<file path="src/rtl/codec_port_ctrl.sv">
module codec_port_ctrl #(
  parameter int NREG = 5
) (
  input  logic                clk,
  input  logic                rst_n,
  input  logic                frame_sync,
  input  logic [15:0]         rx_word,
  input  logic [15:0]         adc_sample,
  output logic [15:0]         tx_word,
  output logic                tx_valid,
  output logic [15:0]         dac_word,
  output logic                dac_strobe,
  output logic [2:0]          mode,
  output logic [8*NREG-1:0]   ctrl_regs
);
  localparam logic [2:0] M_PROG  = 3'd0;
  localparam logic [2:0] M_DATA  = 3'd1;
  localparam logic [2:0] M_MIXED = 3'd2;
  localparam logic [2:0] M_ALOOP = 3'd3;
  localparam logic [2:0] M_DLOOP = 3'd4;

  logic [7:0] regs [NREG];
  logic [3:0] addr;
  logic       is_cmd;
  logic       wr_en;

  always_comb begin
    unique case (regs[0][3:0])
      4'b0001: mode = M_DATA;
      4'b0010: mode = M_MIXED;
      4'b0100: mode = M_ALOOP;
      4'b1000: mode = M_DLOOP;
      default: mode = M_PROG;
    endcase
  end

  assign addr   = rx_word[14:11];
  assign is_cmd = (mode == M_PROG) || ((mode != M_DATA) && rx_word[15]);
  assign wr_en  = frame_sync && is_cmd;

  for (genvar i = 0; i < NREG; i++) begin : g_reg
    always_ff @(posedge clk or negedge rst_n) begin
      if (!rst_n)                          regs[i] <= '0;
      else if (wr_en && addr == 4'(i))     regs[i] <= rx_word[7:0];
    end
    assign ctrl_regs[8*i +: 8] = regs[i];
  end

  always_ff @(posedge clk or negedge rst_n) begin
    if (!rst_n) begin
      tx_word    <= '0;
      tx_valid   <= 1'b0;
      dac_word   <= '0;
      dac_strobe <= 1'b0;
    end else begin
      dac_strobe <= 1'b0;
      if (frame_sync) begin
        case (mode)
          M_DATA: begin
            dac_word   <= rx_word;
            dac_strobe <= 1'b1;
            tx_word    <= adc_sample;
            tx_valid   <= 1'b1;
          end
          M_MIXED, M_ALOOP: begin
            if (!rx_word[15]) begin
              dac_word   <= {rx_word[14:0], 1'b0};
              dac_strobe <= 1'b1;
            end
            tx_word  <= (mode == M_MIXED) ? {1'b0, adc_sample[15:1]}
                                          : {1'b0, dac_word[15:1]};
            tx_valid <= 1'b1;
          end
          M_DLOOP: begin
            tx_word  <= rx_word;
            tx_valid <= 1'b1;
          end
          default: begin
            tx_word  <= '0;
            tx_valid <= 1'b0;
          end
        endcase
      end
    end
  end

  assert_prog_mute_R2: assert property (@(posedge clk) disable iff (!rst_n)
    frame_sync && mode == M_PROG |=> tx_word == 16'd0 && !tx_valid);

  assert_data_path_R4: assert property (@(posedge clk) disable iff (!rst_n)
    frame_sync && mode == M_DATA |=> dac_strobe && dac_word == $past(rx_word)
                                     && tx_word == $past(adc_sample));

  assert_data_lock_R5: assert property (@(posedge clk) disable iff (!rst_n)
    mode == M_DATA |=> $stable(ctrl_regs));

  assert_mixed_cmd_R6: assert property (@(posedge clk) disable iff (!rst_n)
    frame_sync && mode == M_MIXED && rx_word[15] |=> !dac_strobe);

  assert_echo_R9: assert property (@(posedge clk) disable iff (!rst_n)
    frame_sync && mode == M_DLOOP |=> tx_word == $past(rx_word) && !dac_strobe);

  assert_idle_hold_R10: assert property (@(posedge clk) disable iff (!rst_n)
    !frame_sync |=> $stable(ctrl_regs) && $stable(tx_word) && $stable(tx_valid)
                    && $stable(dac_word) && !dac_strobe);
endmodule

</file>
<file path="config.mk">
export PLATFORM = sky130hd
export DESIGN_NAME = codec_port_ctrl
export DESIGN_NICKNAME = d
export VERILOG_FILES = /design/src/rtl/codec_port_ctrl.sv
export SDC_FILE = /design/constraint.sdc
export NUM_CORES = 1
export LEC_CHECK = 0
export ABC_AREA = 1
export ABC_CLOCK_PERIOD_IN_PS = 2900
export BUFFER_PORTS_ARGS = -buffer_cell sky130_fd_sc_hd__buf_2
export CAP_MARGIN = 30
export CORE_UTILIZATION = 43
export DETAILED_ROUTE_END_ITERATION = 10
export MAX_ROUTING_LAYER = met4
export PLACE_DENSITY = 0.79
export SKIP_CTS_REPAIR_TIMING = 1
export SLEW_MARGIN = 25
export SYNTH_ARGS = -nofsm -noshare
export SYNTH_HDL_FRONTEND = slang
export SYNTH_SLANG_ARGS = --single-unit
</file>
<file path="constraint.sdc">
create_clock -name clk -period 2.9 [get_ports clk]
set_clock_uncertainty 0.05 [all_clocks]
set_input_delay 0.58 -clock clk [delete_from_list [all_inputs] [get_ports clk]]
set_output_delay 0.58 -clock clk [all_outputs]
set_load 0.05 [all_outputs]
</file>
==> results of run 1 <==
-- how the worst max path moves through the flow --
stage / to / slack, ps / depth (start not counted)
4_1_cts: mode[0] / 390 / 6
2_1_floorplan: mode[0] / 780 / 4
3_5_place_dp: mode[0] / 790 / 6
6_report: mode[0] / 370 / 6
3_3_place_gp: mode[0] / 830 / 6
5_1_grt: mode[0] / 260 / 6
-- power by group --
part,total (mW),switching (mW),leakage [nW],internal [mW]
registers,1.71,0.271,0.949,1.44
clock network,0.867,0.455,0.0988,0.413
logic,3.31,2.60,1.64,0.718
total,5.89,3.32,2.69,2.57
-- sequential cells by signal (all words and copies together) (netlist names) --
name        count
tx_word        16
dac_strobe      1
ctrl_regs      40
dac_word       16
tx_valid        1
-- cell type report --
type / count / area (µm²)
fill: 850 / 4030
clock buffer: 9 / 124
inverter: 60 / 225
multi-input combinational: 357 / 1700
tap: 108 / 135
clock inverter: 7 / 82.6
sequential: 74 / 1850
timing repair buffer: 119 / 651
-- per-layer routing --
metal  wire [µm]  track usage  vias to the layer above
met1        4880        0.333                     1774
met5           0            -                        -
met4         201       0.0979                        0
met3         817       0.0544                       18
li1            -            -                     1861
met2        5200        0.385                      158
-- cell families after synthesis --
logic type,after synthesis,share of synthesized area
AOI/OAI and AO/OA,32,0.0434
buffers and inverters,90,0.101
DFF,74,0.468
muxes,2,0.00570
and+or+nand+nor,323,0.382
-- cell usage after synthesis --
library cell and n:
dfrtp_1 74, clkbuf_1 12, buf_4 3, o21ai_4 1, nor2_2 1, nor2_1 4, mux2_2 2, nor2_4 3
nand3_1 46, nor3_2 4, nand3_2 5, o21ai_0 31, inv_1 53, buf_6 5, nand4_1 41, clkbuf_2 1
nand2_1 212, nand2_2 3, nand2_4 2, nor2_8 1, nor4_4 1, buf_2 8, buf_1 1, inv_2 7
-- layout by cell type, fill, tap and decap left out, types with 2 or more instances in the layout --
master      count
buf_2         110
nand3_2         5
o21ai_0        31
nand4_1        41
clkbuf_8        9
nand2_1       212
nand3_1        46
nor2_4          3
inv_6           3
nor2_1          4
inv_2           7
clkinvlp_4      2
nor3_2          4
buf_4           7
inv_1          53
nand2_2         3
mux2_2          2
dfrtp_1        74
nand2_4         2
-- per-stage QoR --
step           cell area (µm²)  instances  worst slack, ps  power [mW]  utilization
5_1_grt                   4770        734              265        6.26        0.542
6_report                  4770        734              368        5.89        0.542
3_3_place_gp              4540        717              835        4.97        0.515
3_5_place_dp              4540        717              793        5.03        0.515
2_1_floorplan             3950        521              784        4.31            -
4_1_cts                   4750        733              391        5.89        0.539
==> metrics.csv, run 1 <==
stage;metric;value;unit
power;peakVddDrop;662;µV
floorplan;dieArea;9580;µm²
critical_path;critPathLaunch;ctrl_regs[2];
critical_path;ff2ff_path_depth;9;
final_layout;final_layout_size_suffix_gt1_frac;0.264;
cts;htreeDepth;3;
detailed_routing;via_per_inst;5.19;
critical_path;cp-end-kind;primary output;
global_route;antenna_found_initial;0;
floorplan;row_count;34;
critical_path;critPathBufInv;3;
critical_path;cp.arrival;1900;ps
critical_path;r2r-end;ctrl_regs[3];
detailed_routing;vias;3811;
final_layout;syn_to_final_growth;20.7;%
placement;post-dp-hpwl;7590;µm
critical_path;slowest_stage;dfrtp_1;
sta;finalHoldViolations;0;
sta;min_period;2530;ps
synth;ys_types;24;
sta;setup_tns;0;ps
cts;cts_buffer_depth;2;
critical_path;crit_chain;inv_2 > nand2_2 > nor2_4 > inv_2 > nand2_1 > buf_2;
placement;io_buffers;111;
placement;place_congestion;0.868;
synth;avgSynthCellArea;7.59;µm²
detailed_routing;wl;11100;µm
detailed_routing;wire_per_inst;15.1;µm
global_route;grt_usage;0.254;
cts;clkLatencyLatePin;360;ps
floorplan;io_pins;112;
run_status;violations;DRC;
sta;timing.slew.headroom;0.609;
sta;holdWs;62.5;ps
floorplan;die_w;97.9;µm
cts;clk_pin_slew_worst_paths;100;ps
detailed_routing;antenna_left;0;
sta;setup_viol;0;
power;p_leak;2.69;nW
floorplan;initial_utilization;0.449;
flow_run;maxCapViolCount;0;
synth;syn_nets;556;
synth;yosys.area.top_type;dfrtp_1;
sta;rsz0062_at_grt;false;
synth;yosysWarnings;0;
critical_path;max_stage_delay;460;ps
cts;cts_num_sinks;74;
global_route;grt_max_degree;75;
critical_path;crit_top_cell;inv_2;
detailed_routing;drtPass1Iterations;8;
final_layout;final_nets;656;
synth;ys_ff_latch;74;
critical_path;cp-start-kind;flop;
sta;fin_crit_sh;0.873;
sta;tightest_slew;584;ps
run_status;status;finished with violations;
cts;cts_buffers;9;
critical_path;critical-path-top-delay-family;simple AND/OR/NAND/NOR gates;
cts;cts_tree;yes;
detailed_routing;drt_iter0_drc;257;
hold_path;min_path_type;in2async;
critical_path;required;2270;ps
global_route;grt_pass1_vias;3681;
synth;synthTopCellsByArea;dfrtp_1 (47%), nand2_1 (20%), nand4_1 (6.5%), nand3_1 (5.8%), inv_1 (5.0%);
cts;clockRootBuffer;clkbuf_8;
floorplan;dieHeight;97.9;µm
critical_path;crit_type;reg2out;
global_route;grt_pass1_wl;18500;µm
sta;drv_slew;0;
critical_path;r2r_start;ctrl_regs[2];
power;powerDensity;1230;nW/µm²
synth;syn_area;3950;µm²
synth;synth_top_area_share;0.468;
critical_path;r2r_slack;750;ps
sta;fmax;0.395;GHz
final_layout;antenna_cells;0;
synth;synthCells;521;
global_route;grt_overflow_total;0;
detailed_routing;drcViolationCount;6;
critical_path;crit_fanout;18;
synth;yosysSeqAreaShare;0.468;
floorplan;core;8810;µm²
Power figures use the tool's default switching activity.
==> run 2: changes to the inputs <==
--- a/config.mk
+++ b/config.mk
@@ -6,13 +6,13 @@
 export NUM_CORES = 1
 export LEC_CHECK = 0
 export ABC_AREA = 1
-export ABC_CLOCK_PERIOD_IN_PS = 2900
+export ABC_CLOCK_PERIOD_IN_PS = 2200
 export BUFFER_PORTS_ARGS = -buffer_cell sky130_fd_sc_hd__buf_2
 export CAP_MARGIN = 30
 export CORE_UTILIZATION = 43
 export DETAILED_ROUTE_END_ITERATION = 10
 export MAX_ROUTING_LAYER = met4
-export PLACE_DENSITY = 0.79
+export PLACE_DENSITY = 0.82
 export SKIP_CTS_REPAIR_TIMING = 1
 export SLEW_MARGIN = 25
 export SYNTH_ARGS = -nofsm -noshare
==> constraint.sdc (replaced) <==
create_clock -name clk -period 2.2 [get_ports clk]
set_clock_uncertainty 0.05 [all_clocks]
set_input_delay 0.44 -clock clk [delete_from_list [all_inputs] [get_ports clk]]
set_output_delay 0.44 -clock clk [all_outputs]
set_load 0.05 [all_outputs]
==> metrics.csv, run 2 (same netlist as run 1, synthesis figures left out) <==
stage;metric;value;unit
sta;finalHoldViolations;2;
final_layout;final_cell_mix;nand2_1 (212), buf_2 (108), dfrtp_1 (73), inv_1 (53), nand3_1 (46);
sta;rsz0062_at_grt;false;
run_status;status;finished with violations;
detailed_routing;drtPass1Iterations;8;
cts;clkLatencyLatePin;350;ps
cts;cts_buffer_depth;2;
floorplan;io_pins;112;
critical_path;slowest_stage;dfrtp_1;
sta;setup_tns;0;ps
critical_path;cp-end-kind;primary output;
global_route;antenna_found_initial;0;
sta;tightest_slew;535;ps
floorplan;row_count;34;
detailed_routing;highest_layer;met4;
placement;pre_cts_slack;265;ps
global_route;grt_usage;0.252;
critical_path;cp-start-kind;flop;
final_layout;final_nets;659;
final_layout;syn_to_final_growth;20.5;%
final_layout;final_layout_size_suffix_gt1_frac;0.268;
floorplan;initial_utilization;0.449;
cts;clockRootBuffer;clkbuf_8;
final_layout;largest_register_ffs;40;
global_route;grt_overflow_total;0;
critical_path;max_stage_delay;430;ps
cts;cts_buffers;9;
final_layout;instances_no_fill;736;
detailed_routing;met3_wirelength;739;µm
critical_path;critPathBufInv;3;
sta;setup_viol;0;
power;p_leak;2.69;nW
critical_path;required;1710;ps
detailed_routing;drcViolationCount;7;
flow_run;maxCapViolCount;0;
final_layout;antenna_cells;0;
sta;finalWorstSetupSlack;90.3;ps
detailed_routing;drt_iter0_drc;304;
detailed_routing;wl_met2;5290;µm
detailed_routing;vias;3863;
sta;fin_crit_sh;0.959;
critical_path;crit_type;reg2out;
detailed_routing;wl;11300;µm
hold_path;min_path_type;in2async;
cts;cts_tree;yes;
critical_path;crit_chain;inv_1 > nand2_1 > nor2_2 > buf_4 > buf_4;
floorplan;core;8810;µm²
detailed_routing;wire_per_inst;15.4;µm
sta;timing.slew.headroom;0.641;
global_route;grt_pass1_vias;3639;
power;p_sw;4.35;mW
power;switching_share;0.566;
floorplan;dieHeight;97.9;µm
placement;post-dp-hpwl;8030;µm
power;internal_power;3.34;mW
power;pwr-share-comb;0.577;
global_route;grt_pass1_wl;18300;µm
detailed_routing;antenna_left;0;
placement;io_buffers;111;
run_status;violations;DRC, hold timing;
power;seq_power_share;0.295;
final_layout;final_common_cell;nand2_1;
sta;fmax;0.474;GHz
floorplan;dieArea;9580;µm²
power;clkPwrFrac;0.128;
sta;holdWs;-1.02;ps
sta;min_period;2110;ps
critical_path;cp.arrival;1620;ps
critical_path;crit_fanout;17;
power;peakVddDrop;722;µV
cts;htreeDepth;3;
cts;cts_num_sinks;74;
placement;place_congestion;0.865;
global_route;grt_max_degree;95;
placement;dpl.cell_count;721;
floorplan;die_w;97.9;µm
critical_path;crit_top_cell;buf_4;
detailed_routing;via_per_inst;5.25;
power;powerDensity;1610;nW/µm²
detailed_routing;wl_met1;4980;µm
critical_path;critical-path-top-delay-family;buffers and inverters;
cts;clk_pin_slew_worst_paths;80;ps
sta;drv_slew;0;
-- run 2: final cells by class --
cell class                 instances  area (µm²)
inverter                          60         225
tap                              108         135
clock inverter                     4        26.3
fill                             822        4040
multi-input combinational        357        1700
sequential                        74        1850
clock buffer                      11         151
timing repair buffer             122         671
-- run 2: path summary, 6_finish.rpt --
| path | start | end | slack (ps) | cells past startpoint |
|---|---|---|---|---|
| max in group asynchronous | rst_n | ctrl_regs[34] | 1530 | 2 |
| max | ctrl_regs[1] | mode[2] | 90 | 5 |
| min in group clk | adc_sample[4] | tx_word[4] | 380 | 5 |
| min reg2reg | ctrl_regs[39] | ctrl_regs[39] | 430 | 2 |
| min | rst_n | dac_word[12] | -1 | 1 |
| max reg2reg | ctrl_regs[1] | ctrl_regs[34] | 230 | 9 |
-- run 2: power groups by stage --
stage / registers (mW) / clock network [mW] / logic (mW)
4_1_cts: 2.26 / 0.984 / 4.44
3_3_place_gp: 2.26 / 0 / 4.33
3_5_place_dp: 2.28 / 0 / 4.41
2_1_floorplan: 4.13 / 0 / 1.54
6_report: 2.27 / 0.982 / 4.44
5_1_grt: 2.33 / 1.05 / 4.74
-- run 2: per-stage QoR --
stage	util	hold WS [ps]	power [mW]	cell area [µm²]
finish	0.541	-1.02	7.69	4770
global route	0.541	33.9	8.13	4770
CTS	0.540	18.2	7.69	4760
detailed placement	0.520	397	6.70	4580
global placement	0.520	387	6.59	4580
floorplan	-	94.4	5.68	3950
-- run 2: metal layers --
layer | up-vias | track usage
met1 | 1779 | 0.328
met4 | 0 | 0.128
met2 | 186 | 0.381
met3 | 27 | 0.0394
li1 | 1871 | -
met5 | - | -
==> run 3: changes to the inputs <==
--- a/config.mk
+++ b/config.mk
@@ -11,6 +11,7 @@
 export CAP_MARGIN = 30
 export CORE_UTILIZATION = 43
 export DETAILED_ROUTE_END_ITERATION = 10
+export GPL_TIMING_DRIVEN = 0
 export MAX_ROUTING_LAYER = met4
 export PLACE_DENSITY = 0.82
 export SKIP_CTS_REPAIR_TIMING = 1
==> metrics.csv, run 3 (same netlist as run 1, synthesis figures left out) <==
stage;metric;value;unit
detailed_routing;antenna_left;0;
floorplan;die_w;97.9;µm
final_layout;largest_register_ffs;40;
global_route;antenna_found_initial;0;
placement;place_congestion;0.893;
flow_run;maxCapViolCount;0;
floorplan;initial_utilization;0.449;
detailed_routing;via_per_inst;5.26;
global_route;grt_max_degree;40;
cts;cts_num_sinks;74;
power;p_leak;2.76;nW
cts;cts_buffer_depth;2;
run_status;violations;DRC, hold timing;
final_layout;final_nets;675;
cts;clockRootBuffer;clkbuf_8;
cts;clkLatencyLatePin;360;ps
placement;pre_cts_slack;82.9;ps
critical_path;required;1710;ps
power;p_total;8.15;mW
final_layout;syn_to_final_growth;24.5;%
global_route;grt_pass1_wl;18600;µm
detailed_routing;drcViolationCount;7;
final_layout;final_common_cell;nand2_1;
hold_path;min_path_type;in2async;
global_route;grt_pass1_vias;3741;
critical_path;cp.arrival;1640;ps
sta;setup_viol;0;
global_route;grt_usage;0.255;
sta;fin_crit_sh;0.970;
final_layout;final_layout_size_suffix_gt1_frac;0.265;
critical_path;cp-start-kind;flop;
sta;finalWorstSetupSlack;66.8;ps
power;powerDensity;1660;nW/µm²
sta;min_period;2130;ps
detailed_routing;wire_per_inst;15.3;µm
cts;cts_buffers;9;
critical_path;crit_fanout;10;
cts;clk_pin_slew_worst_paths;80;ps
detailed_routing;drt_iter0_drc;306;
sta;tightest_slew;642;ps
power;peakVddDrop;753;µV
detailed_routing;wl;11500;µm
global_route;grt_overflow_total;0;
final_layout;antenna_cells;0;
sta;timing.slew.headroom;0.570;
sta;holdWs;-12.7;ps
detailed_routing;drtPass1Iterations;8;
placement;post-dp-hpwl;8260;µm
floorplan;io_pins;112;
sta;drv_slew;0;
placement;io_buffers;105;
floorplan;dieArea;9580;µm²
critical_path;cp-end-kind;primary output;
floorplan;row_count;34;
floorplan;core;8810;µm²
sta;rsz0062_at_grt;false;
cts;cts_tree;yes;
sta;finalHoldViolations;10;
floorplan;dieHeight;97.9;µm
sta;fmax;0.469;GHz
cts;htreeDepth;3;
final_layout;final_cell_mix;nand2_1 (211), buf_2 (108), dfrtp_1 (73), inv_1 (53), nand3_1 (46);
critical_path;crit_type;reg2out;
run_status;status;finished with violations;
detailed_routing;vias;3958;
## run 3: changes by cell type in the layout (fill, tap and decap cells not counted), sizes merged
cell / previous run / this run
buf: 121 / 125
bufinv: 0 / 3
clkbuf: 12 / 25
clkinv: 2 / 1
clkinvlp: 1 / 0
inv: 61 / 60
## run 3: worst paths after layout
kind / startpoint / end / slack (ps) / cells after the start
hold / removal: rst_n / dac_word[12] / -10 / 1
setup reg to reg: ctrl_regs[1] / tx_word[11] / 360 / 9
setup / recovery: ctrl_regs[1] / mode[2] / 70 / 5
hold reg to reg: ctrl_regs[39] / ctrl_regs[39] / 420 / 2
min in group clk: adc_sample[0] / tx_word[0] / 380 / 5
max in group asynchronous: rst_n / ctrl_regs[36] / 1540 / 2
## run 3: per-layer routing
layer,wire length (µm),vias to the layer above,share of wire,global-route usage
met5,0,-,0,-
met4,229,0,0.020,0.108
met3,879,22,0.076,0.0508
met2,5330,164,0.46,0.389
met1,5100,1866,0.44,0.330
li1,-,1906,-,-
## run 3: power by group
part / internal (mW) / total [mW] / leakage [nW] / switching [mW]
clock: 0.788 / 1.31 / 0.121 / 0.523
sequential: 1.90 / 2.27 / 0.947 / 0.370
combinational: 1.08 / 4.57 / 1.69 / 3.49
total: 3.76 / 8.15 / 2.76 / 4.39
## run 3: layout make-up
type                       count  area (µm²)
buffer                        29         174
clock buffer                  12         145
clock inverter                 4        98.8
fill                         840        3880
inverter                      60         225
multi-input combinational    357        1720
sequential                    74        1850
tap                          108         135
timing repair buffer         109         576
## run 3: stage by stage
step	setup TNS, ps	cells	utilization	cell area, µm²
after floorplan	0	521	-	3950
after global placement	0	734	0.524	4610
after detailed placement	0	735	0.527	4640
after CTS	-464	751	0.554	4880
after global routing	0	753	0.559	4920
final	0	753	0.559	4920
## run 3: worst max-delay path, cell delays in order, from the launching register on
cell     delay [ps]
dfrtp_2         440
inv_1           110
nand2_1         140
nor2_4          210
buf_6           170
buf_4           200
